===== src/rtl/i2c_cond_pkg.sv =====
package i2c_cond_pkg;

    localparam int unsigned SYNC_STAGES_DEF = 2;

    typedef struct packed {
        logic start;
        logic rstart;
        logic stop;
    } cond_ev_t;

    typedef struct packed {
        logic scl;
        logic sda;
    } bus_pair_t;

    typedef enum logic [1:0] {
        BUS_IDLE  = 2'd0,
        BUS_HELD  = 2'd1,
        BUS_ARMED = 2'd2
    } bus_state_t;

    function automatic logic irq_fold(cond_ev_t ev, logic sie, logic pie, logic every);
        return ((ev.start | ev.rstart) & (sie | every)) | (ev.stop & (pie | every));
    endfunction

endpackage


===== src/rtl/i2c_line_sync.sv =====
module i2c_line_sync #(
    parameter int unsigned LANES   = 2,
    parameter int unsigned STAGES  = 2,
    parameter logic [LANES-1:0] RST_VAL = '1
) (
    input  logic             clk,
    input  logic             rst,
    input  logic [LANES-1:0] d,
    output logic [LANES-1:0] q
);
    logic [LANES-1:0] pipe [STAGES];

    for (genvar g = 0; g < STAGES; g++) begin : g_stage
        if (g == 0) begin : g_first
            always_ff @(posedge clk) begin
                if (rst) pipe[g] <= RST_VAL;
                else     pipe[g] <= d;
            end
        end else begin : g_next
            always_ff @(posedge clk) begin
                if (rst) pipe[g] <= RST_VAL;
                else     pipe[g] <= pipe[g-1];
            end
        end
    end

    assign q = pipe[STAGES-1];
endmodule


===== src/rtl/i2c_cond_track.sv =====
module i2c_cond_track
    import i2c_cond_pkg::*;
(
    input  logic      clk,
    input  logic      rst,
    input  bus_pair_t now_i,
    output cond_ev_t  ev_nxt_o,
    output cond_ev_t  ev_o,
    output logic      busy_o
);
    bus_pair_t  prev;
    bus_state_t st, st_nxt;
    cond_ev_t   ev_nxt, ev_q;
    logic       scl_high, sda_fall, sda_rise;

    assign scl_high = now_i.scl & prev.scl;
    assign sda_fall = prev.sda & ~now_i.sda;
    assign sda_rise = ~prev.sda & now_i.sda;

    always_comb begin
        ev_nxt = '0;
        st_nxt = st;
        case (st)
            BUS_IDLE: begin
                if (scl_high && sda_fall) begin
                    ev_nxt.start = 1'b1;
                    st_nxt       = BUS_HELD;
                end
            end
            BUS_HELD: begin
                if (!now_i.scl) st_nxt = BUS_ARMED;
            end
            BUS_ARMED: begin
                if (scl_high && sda_fall) begin
                    ev_nxt.rstart = 1'b1;
                    st_nxt        = BUS_HELD;
                end else if (scl_high && sda_rise) begin
                    ev_nxt.stop = 1'b1;
                    st_nxt      = BUS_IDLE;
                end
            end
            default: st_nxt = BUS_IDLE;
        endcase
    end

    always_ff @(posedge clk) begin
        if (rst) begin
            prev <= '1;
            st   <= BUS_IDLE;
            ev_q <= '0;
        end else begin
            prev <= now_i;
            st   <= st_nxt;
            ev_q <= ev_nxt;
        end
    end

    assign ev_nxt_o = ev_nxt;
    assign ev_o     = ev_q;
    assign busy_o   = (st != BUS_IDLE);
endmodule


===== src/rtl/i2c_drive_watch.sv =====
module i2c_drive_watch #(
    parameter int unsigned STAGES = 2
) (
    input  logic clk,
    input  logic rst,
    input  logic own_i,
    input  logic oe_i,
    input  logic sda_s_i,
    output logic coll_o
);
    logic [1:0] drv_d;
    logic       mismatch, mis_q, coll_q;

    i2c_line_sync #(.LANES(2), .STAGES(STAGES), .RST_VAL(2'b00)) u_drv_dly (
        .clk (clk),
        .rst (rst),
        .d   ({own_i, oe_i}),
        .q   (drv_d)
    );

    assign mismatch = drv_d[1] & ~drv_d[0] & ~sda_s_i;

    always_ff @(posedge clk) begin
        if (rst) begin
            mis_q  <= 1'b0;
            coll_q <= 1'b0;
        end else begin
            mis_q  <= mismatch;
            coll_q <= mismatch & ~mis_q;
        end
    end

    assign coll_o = coll_q;
endmodule


===== src/rtl/i2c_cond_detect.sv =====
module i2c_cond_detect
    import i2c_cond_pkg::*;
#(
    parameter int unsigned SYNC_STAGES = SYNC_STAGES_DEF
) (
    input  logic clk,
    input  logic rst,
    input  logic scl_i,
    input  logic sda_i,
    input  logic own_i,
    input  logic sda_oe_i,
    input  logic start_ie_i,
    input  logic stop_ie_i,
    input  logic evt_mode_i,
    output logic start_o,
    output logic rstart_o,
    output logic stop_o,
    output logic busy_o,
    output logic coll_o,
    output logic irq_o
);
    bus_pair_t bus_s;
    cond_ev_t  ev_nxt, ev;
    logic      irq_q;

    i2c_line_sync #(.LANES(2), .STAGES(SYNC_STAGES), .RST_VAL(2'b11)) u_bus_sync (
        .clk (clk),
        .rst (rst),
        .d   ({scl_i, sda_i}),
        .q   (bus_s)
    );

    i2c_cond_track u_track (
        .clk      (clk),
        .rst      (rst),
        .now_i    (bus_s),
        .ev_nxt_o (ev_nxt),
        .ev_o     (ev),
        .busy_o   (busy_o)
    );

    i2c_drive_watch #(.STAGES(SYNC_STAGES)) u_watch (
        .clk     (clk),
        .rst     (rst),
        .own_i   (own_i),
        .oe_i    (sda_oe_i),
        .sda_s_i (bus_s.sda),
        .coll_o  (coll_o)
    );

    always_ff @(posedge clk) begin
        if (rst) irq_q <= 1'b0;
        else     irq_q <= irq_fold(ev_nxt, start_ie_i, stop_ie_i, evt_mode_i);
    end

    assign start_o  = ev.start;
    assign rstart_o = ev.rstart;
    assign stop_o   = ev.stop;
    assign irq_o    = irq_q;
endmodule


===== config.mk =====
export PLATFORM = sky130hd
export DESIGN_NAME = i2c_cond_detect
export DESIGN_NICKNAME = d
export VERILOG_FILES = /design/src/rtl/i2c_cond_pkg.sv /design/src/rtl/i2c_line_sync.sv /design/src/rtl/i2c_cond_track.sv /design/src/rtl/i2c_drive_watch.sv /design/src/rtl/i2c_cond_detect.sv
export SDC_FILE = /design/constraint.sdc
export NUM_CORES = 1
export LEC_CHECK = 0
export ABC_AREA = 1
export BUFFER_PORTS_ARGS = -buffer_cell sky130_fd_sc_hd__buf_4
export CAP_MARGIN = 20
export CORE_AREA = 2 2 39 41
export DETAILED_ROUTE_END_ITERATION = 16
export DIE_AREA = 0 0 41 43
export MAX_ROUTING_LAYER = met4
export PLACE_DENSITY = 0.72
export SLEW_MARGIN = 20
export SYNTH_ARGS = -nofsm -noshare
export SYNTH_HDL_FRONTEND = slang
export SYNTH_HIERARCHICAL = 1
export SYNTH_SLANG_ARGS = --single-unit

===== constraint.sdc =====
create_clock -name clk -period 3.1 [get_ports clk]
set_input_delay 0.465 -clock clk [delete_from_list [all_inputs] [get_ports clk]]
set_output_delay 0.465 -clock clk [all_outputs]
set_load 0.01 [all_outputs]

### Yosys cells after proc, flatten, opt, wreduce, memory -nomap -nowiden

Memories as Yosys holds them, arrays and structs flattened.
Cells that the tools add are included.
Widths: inputs -> output; s select.

* bits in registers: 10
* memory bits (writable): 8
* output and inout bits: 6
* word-level logic and storage cells: 58
* memories: 2

Memory list
* u_bus_sync.pipe: depth 2, bits a word 2, read ports 2, clocked after memory_dff 0, write ports 2, RTL line i2c_line_sync.sv:11 `logic [LANES-1:0] pipe [STAGES];`
* u_watch.u_drv_dly.pipe: depth 2, bits a word 2, read ports 2, clocked after memory_dff 0, write ports 2, RTL line i2c_line_sync.sv:11

* equal/unequal tests: 5
* muxes and demuxes: 17
* bitwise logic cells: 20
* reductions and logical operators: 5

Operators by type and width (count)
* $mux 2: 9
* $and 1x1->1: 8
* $or 1x1->1: 8
* $mux 1: 7
* $pmux 2 s3: 1
* $not 1->1: 4
* $ne 3x1->1 const B: 1
* $reduce_and 3->1: 1
* $eq 2x1->1 const B: 1
* $eq 2x2->1 const B: 1
* $logic_and 1x1->1: 2
* $logic_not 2->1: 1
* $ne 2x1->1 const B: 1
* $ne 2x2->1 const B: 1
* $reduce_bool 2->1: 1

### Longest topological paths before layout

Gate-level depths: netlist of run 1.

* word-level depth: 9
* gate-level depth with buffers: 9
* mapped depth without buffers: 9

### By module

The synthesis of run 1 kept the hierarchy.

Modules (own cells, without submodules)
* i2c_cond_track: times used 1, cells each 39, area each 291.5 µm²
* i2c_line_sync (u_bus_sync): times used 1, cells each 13, area each 116.4 µm²
* i2c_line_sync (u_watch.u_drv_dly): times used 1, cells each 12, area each 110.1 µm²
* i2c_drive_watch: times used 1, cells each 8, area each 67.6 µm²
* i2c_cond_detect: times used 1, cells each 10, area each 58.8 µm²

### Least setup slack after synthesis of run 1

OpenSTA, ideal clock, no wires.

* path type: flip-flop to output port
* start: reg u_track.st[0]
* end: out busy_o
* data arrival time: 0.697 ns
* required time: 2.635 ns
* path slack: 1.938 ns
* stages on the path, launching flop included: 3
* cells stage by stage: dfxtp_1 -> or2_1 -> buf_6

* longest elaborated chain between the ends: 1

RTL lines
* start: declaration: RTL line i2c_cond_track.sv:12 `bus_state_t st, st_nxt;`
* start signal: assignment: RTL line i2c_cond_track.sv:53 `st <= st_nxt;`
* $reduce_bool 2->1: RTL line i2c_cond_track.sv:60 `assign busy_o = (st != BUS_IDLE);`
* end: declaration: RTL line i2c_cond_detect.sv:18 `output logic busy_o,`

Every way passes these cells.

### Worst setup path in the final report of run 1

Ends and elaborated chain as after synthesis.

==> flow_metrics.env, run 1 <==
export IMPL_avgSynthCellArea_um2=7.86
export IMPL_n_antenna_cell=0
export IMPL_layout_min_cycle_time_ps=1590
export IMPL_antenna_found_initial=0
export IMPL_cts_resized_gates=0
export IMPL_clk_latency_ps=280
export IMPL_die_h_um=43
export IMPL_groute_usage_overall_pct=14.0
export IMPL_first_pass_iters=1
export IMPL_ys_seq_area_share_pct=55.9
export IMPL_synth_seq_cells=18
export IMPL_core_area_um2=1380
export IMPL_avgViaCountPerCell=4.17
export IMPL_max_freq_ghz=0.630
export IMPL_place_congestion=0.792
export IMPL_cts_tree="built"
export IMPL_worstSetupEndpointType="output port"
export IMPL_initial_core_util_pct=46.6
export IMPL_synthArstFlopShare_pct=0
export IMPL_netlist_area_leader_share_pct=55.9
export IMPL_wire_per_inst_um=8.18
export IMPL_cp_arrival_ps=1120
export IMPL_vias=480
export IMPL_placed_cells=111
export IMPL_syn_inst=82
export IMPL_tightest_slew_ps=202
export IMPL_die_width_um=41
export IMPL_port_buffers=14
export IMPL_ys_flop_type="dfxtp_1"
export IMPL_netlist_area_um2=644
export IMPL_synth_distinct_cells=14
export IMPL_skew_ps=2.93
export IMPL_nets=109
export IMPL_synth_top_cell_by_area="dfxtp_1"
export IMPL_synth_warnings=6
export IMPL_slew_headroom_pct=86.5
export IMPL_postRouteWirelength_um=941
export IMPL_htree_levels=1
export IMPL_clk_pin_slew_ps=100
export IMPL_crit_chain="or2_1 > buf_4"
export IMPL_area_growth_syn_to_layout_pct=23.3
export IMPL_fin_cells=115
export IMPL_first_iter_violations=0
export IMPL_drive_gt1_share_pct=27.3
export IMPL_cts_made_buffers=3
export IMPL_clkSinkCount=18
export IMPL_crit_fanout=7
export IMPL_p_leak_uw=0.000435
export IMPL_synthTopCellsByCount="inv_1, dfxtp_1, nand2_1"
export IMPL_rsz0062_at_grt="no"
export IMPL_vdd_drop_max_v=0.000286
export IMPL_power_uw=444
export IMPL_grt_pass1_vias=408
export IMPL_hold_path_depth=3
export IMPL_hp_class="primary input to flop"
export IMPL_cp_start_kind="flop"
export IMPL_grt_pass1_wl_mm=1.55
export IMPL_grt_max_degree=13
export IMPL_fp_row_count=14
export IMPL_reg2reg_depth=6
export IMPL_critical_path_required_ps=2630
export IMPL_cpPeakStageDelay_ps=370
export IMPL_fin_util_pct=57.4
export IMPL_status="complete, no violations"
export IMPL_io_pins=15
export IMPL_synth_edf_count=0
export IMPL_postCtsHoldBufs=0
export IMPL_drv_slew=0
export IMPL_criticalPathCategory="flop to output port"
export IMPL_clock_path_buffers=2
export IMPL_cts_root_buffer_cell="clkbuf_4"
export IMPL_setup_tns_ps=0
export IMPL_layout_worst_path_cycle_share_pct=51.2
export IMPL_hold_viol=0
export IMPL_p_per_area_nw_per_um2=559
export IMPL_postCtsSetupBuffers=0
export IMPL_setup_viol=0
export IMPL_grt_ovfl_total=0
export IMPL_critPathSlowestCell="dfxtp_1"
export IMPL_syn_nets=91
export IMPL_synthTopCellsByArea="dfxtp_1, inv_1, nand2_1, nor2_1, nand2_2"
export IMPL_dp_hpwl_um=670
export IMPL_final_antenna_net_count=0
export IMPL_die_area_um2=1760
export IMPL_maxCapViolCount=0
export IMPL_synth_most_common_cell="inv_1"
export IMPL_drc=0
[layout make-up]
class                      count  area, um^2
sequential                    18         360
timing repair buffer          14         105
clock buffer                   4        36.3
multi-input combinational     41         190
tap                           16        20.0
fill                         127         589
inverter                      22        82.6
[final timing paths]
| kind | from | to | slack [ps] |
|---|---|---|---|
| max | u_track/st[0] | busy_o | 1510 |
| min | sda_i | u_bus_sync/pipe[0][0] | 350 |
| max reg2reg | u_track/st[0] | irq_o | 1970 |
| min reg2reg | u_watch/mis_q | u_watch/coll_o | 400 |
[layer usage]
layer / track usage, % / vias to the layer above / part of all wire, %
met5: - / - / 0
met4: 8.00 / 0 / 1.8
met3: 4.71 / 2 / 6.1
met2: 21.9 / 11 / 49
met1: 14.4 / 200 / 43
li1: - / 267 / -
[cells in the final DEF, fill, tap and decap left out, types with 2 or more instances in the layout]
cell / Yosys / final
inv_1: 21 / 21
dfxtp_1: 18 / 18
buf_4: 0 / 14
nand2_1: 12 / 12
nor2_1: 11 / 11
nand2_2: 4 / 4
clkbuf_4: 0 / 3
nor2_2: 3 / 3
nand3_1: 3 / 3
o21ai_0: 2 / 2
a21oi_1: 2 / 2
nor3_1: 2 / 2
[sequential cells by signal, indices dropped and copies added, names as in the netlist]
signal	flops
u_watch/u_drv_dly/pipe	4
u_watch/mis_q	1
u_watch/coll_o	1
u_track/prev	2
u_bus_sync/pipe	4
irq_o	1
u_track/st	2
u_track/ev_o	3
[through the flow]
stage | area (um^2) | hold WS [ps] | setup slack (ps)
6_report | 795 | 349 | 1510
5_1_grt | 795 | 350 | 1440
4_1_cts | 795 | 346 | 1500
3_5_place_dp | 758 | 394 | 1830
3_3_place_gp | 758 | 387 | 1850
2_1_floorplan | 644 | 384 | 1940
[critical path: cells and delay by family (launching register included)]
| family | cells | cell delay [ps] |
|---|---|---|
| buffers and inverters | 1 | 170 |
| flip-flops | 1 | 370 |
| AND/OR/NAND/NOR | 1 | 310 |
[cell families (layout without fill, tap and decap cells)]
| group | Yosys count | in the layout | share of synthesized area [%] |
|---|---|---|---|
| and+or+nand+nor | 36 | 36 | 25.0 |
| buffers and inverters | 23 | 40 | 14.6 |
| AOI/OAI and AO/OA | 5 | 5 | 4.47 |
| DFF | 18 | 18 | 55.9 |
[where the power goes]
group	switching, uW	internal (uW)	total, uW
registers	7.07	242	249
logic	31.0	26.1	57.1
clock network	66.3	71.4	138
Note: power is estimated with default switching activity, not from simulation.
==> run 2, diff against run 1 <==
--- a/config.mk
+++ b/config.mk
@@ -8,11 +8,10 @@
 export ABC_AREA = 1
 export BUFFER_PORTS_ARGS = -buffer_cell sky130_fd_sc_hd__buf_4
 export CAP_MARGIN = 20
-export CORE_AREA = 2 2 39 41
+export CORE_UTILIZATION = 44
 export DETAILED_ROUTE_END_ITERATION = 16
-export DIE_AREA = 0 0 41 43
 export MAX_ROUTING_LAYER = met4
-export PLACE_DENSITY = 0.72
+export PLACE_DENSITY = 0.69
 export SLEW_MARGIN = 20
 export SYNTH_ARGS = -nofsm -noshare
 export SYNTH_HDL_FRONTEND = slang
==> constraint.sdc (replaced) <==
create_clock -name clk -period 1.35 [get_ports clk]
set_input_delay 0.2025 -clock clk [delete_from_list [all_inputs] [get_ports clk]]
set_output_delay 0.2025 -clock clk [all_outputs]
set_load 0.01 [all_outputs]
==> run 2 against run 1 <==
Combinational power up 140%. Clock-buffer cell count unchanged. Sequential power up 130%. Register-to-register slack worse by 1700 ps. Power up 130%. Die area down 8.0%. Flip-flop and latch count unchanged. Clock skew up 0.51 ps. Via count up 0.83%. Largest power group unchanged.
==> flow_metrics.env, run 2 (synthesis results as in run 1) <==
export IMPL_endpoint="busy_o"
export IMPL_grt_ovfl_total=0
export IMPL_reg2reg_depth=8
export IMPL_postCtsSetupBuffers=0
export IMPL_hold_path_depth=3
export IMPL_n_antenna_cell=0
export IMPL_dp_hpwl_um=700
export IMPL_clock_path_buffers=2
export IMPL_area_growth_syn_to_layout_pct=23.7
export IMPL_hold_worst_slack_ps=87.8
export IMPL_cp_start_kind="flop"
export IMPL_cts_made_buffers=3
export IMPL_grt_max_degree=13
export IMPL_hold_viol=0
export IMPL_layout_common_cells="inv_1, dfxtp_1, buf_4, nand2_1, nor2_1"
export IMPL_setup_tns_ps=0
export IMPL_avgViaCountPerCell=4.25
export IMPL_vdd_drop_max_v=0.000753
export IMPL_groute_usage_overall_pct=14.0
export IMPL_slew_headroom_pct=86.3
export IMPL_layout_min_cycle_time_ps=1270
export IMPL_p_per_area_nw_per_um2=1290
export IMPL_fin_cells=114
export IMPL_tightest_slew_ps=204
export IMPL_rsz0062_at_grt="no"
export IMPL_final_cell_area_um2=797
export IMPL_maxCapViolCount=0
export IMPL_htree_levels=1
export IMPL_crit_chain="or2_4 > buf_4"
export IMPL_hp_class="primary input to flop"
export IMPL_first_pass_iters=2
export IMPL_clk_latency_ps=280
export IMPL_first_iter_violations=4
export IMPL_cts_root_buffer_cell="clkbuf_4"
export IMPL_antenna_found_initial=0
export IMPL_final_antenna_net_count=0
export IMPL_skew_ps=3.44
export IMPL_nets=109
export IMPL_status="complete, no violations"
export IMPL_criticalPathCategory="flop to output port"
export IMPL_rr_startpoint="u_bus_sync/pipe[1][1]"
export IMPL_die_area_um2=1620
export IMPL_wire_per_inst_um=8.13
export IMPL_fin_util_pct=59.8
export IMPL_cp_startpoint="u_track/st[0]"
export IMPL_layout_worst_path_cycle_share_pct=93.9
export IMPL_fp_row_count=13
export IMPL_p_leak_uw=0.000436
export IMPL_grt_pass1_wl_mm=1.43
export IMPL_clk_pin_slew_ps=90
export IMPL_placedInstanceArea_um2=757
export IMPL_postRouteWirelength_um=927
export IMPL_initial_core_util_pct=48.3
export IMPL_io_pins=15
export IMPL_max_freq_ghz=0.789
export IMPL_port_buffers=14
export IMPL_reg2reg_to="irq_o"
export IMPL_grt_pass1_vias=374
export IMPL_die_width_um=40.3
export IMPL_cp_arrival_ps=1070
export IMPL_drive_gt1_share_pct=29.3
export IMPL_drc=0
export IMPL_die_h_um=40.3
export IMPL_r2r_slack_ps=260
export IMPL_placed_cells=110
export IMPL_critPathSlowestCell="dfxtp_2"
export IMPL_crit_fanout=7
export IMPL_core_area_um2=1330
export IMPL_setup_viol=0
export IMPL_place_congestion=0.765
export IMPL_critical_path_required_ps=1150
export IMPL_cts_tree="built"
export IMPL_vias=484
export IMPL_cpPeakStageDelay_ps=360
export IMPL_clkSinkCount=18
export IMPL_num_fill_cells=127
export IMPL_mostFrequentLayoutCell="inv_1"
export IMPL_worstSetupEndpointType="output port"
export IMPL_drv_slew=0
-- run 2: cell counts in the layout (fill, tap and decap cells not counted) --
No cell type changed its count.
-- run 2: area by class of cell --
| type | count | area, um^2 | area share, % |
|---|---|---|---|
| tap | 15 | 18.8 | 2.35 |
| inverter | 22 | 82.6 | 10.4 |
| multi-input combinational | 41 | 193 | 24.2 |
| sequential | 18 | 362 | 45.4 |
| timing repair buffer | 14 | 105 | 13.2 |
| clock buffer | 4 | 36.3 | 4.55 |
-- run 2: where the power goes --
part	internal (uW)	switching [uW]
clock network	164	150
logic	67.3	71.3
registers	558	17.2
-- run 2: timing repair --
item,4_1_cts,5_1_grt
endpoints found under the setup margin,0,1
resized for setup,0,2
hold buffers,0,0
-- run 2: stage by stage --
step	worst slack, ps	power, uW
2_1_floorplan	268	682
3_3_place_gp	294	714
3_5_place_dp	264	717
4_1_cts	7.67	1040
5_1_grt	33.5	1090
6_report	82.2	1030
-- run 2: worst min-delay path by stage --
stage / start / endpoint / slack [ps]
floorplan: rst / u_track/st[0] / 260
CTS: sda_i / u_bus_sync/pipe[0][0] / 80
global route: scl_i / u_bus_sync/pipe[0][1] / 70
detailed placement: sda_i / u_bus_sync/pipe[0][0] / 380
global placement: sda_i / u_bus_sync/pipe[0][0] / 380
finish: sda_i / u_bus_sync/pipe[0][0] / 90
-- run 2: metal layers --
metal	track usage (%)	vias to the layer above	share of wire, %	wire length (um)
li1	-	269	-	-
met1	16.2	201	44	408
met2	22.2	14	49	454
met3	8.33	0	7.0	65
met4	0	0	0	0
met5	-	-	0	0
-- run 2: critical path: cells and delay by family, from the launching register on --
| kind | cells | cell delay [ps] |
|---|---|---|
| DFF | 1 | 360 |
| and+or+nand+nor | 1 | 280 |
| buffers and inverters | 1 | 150 |
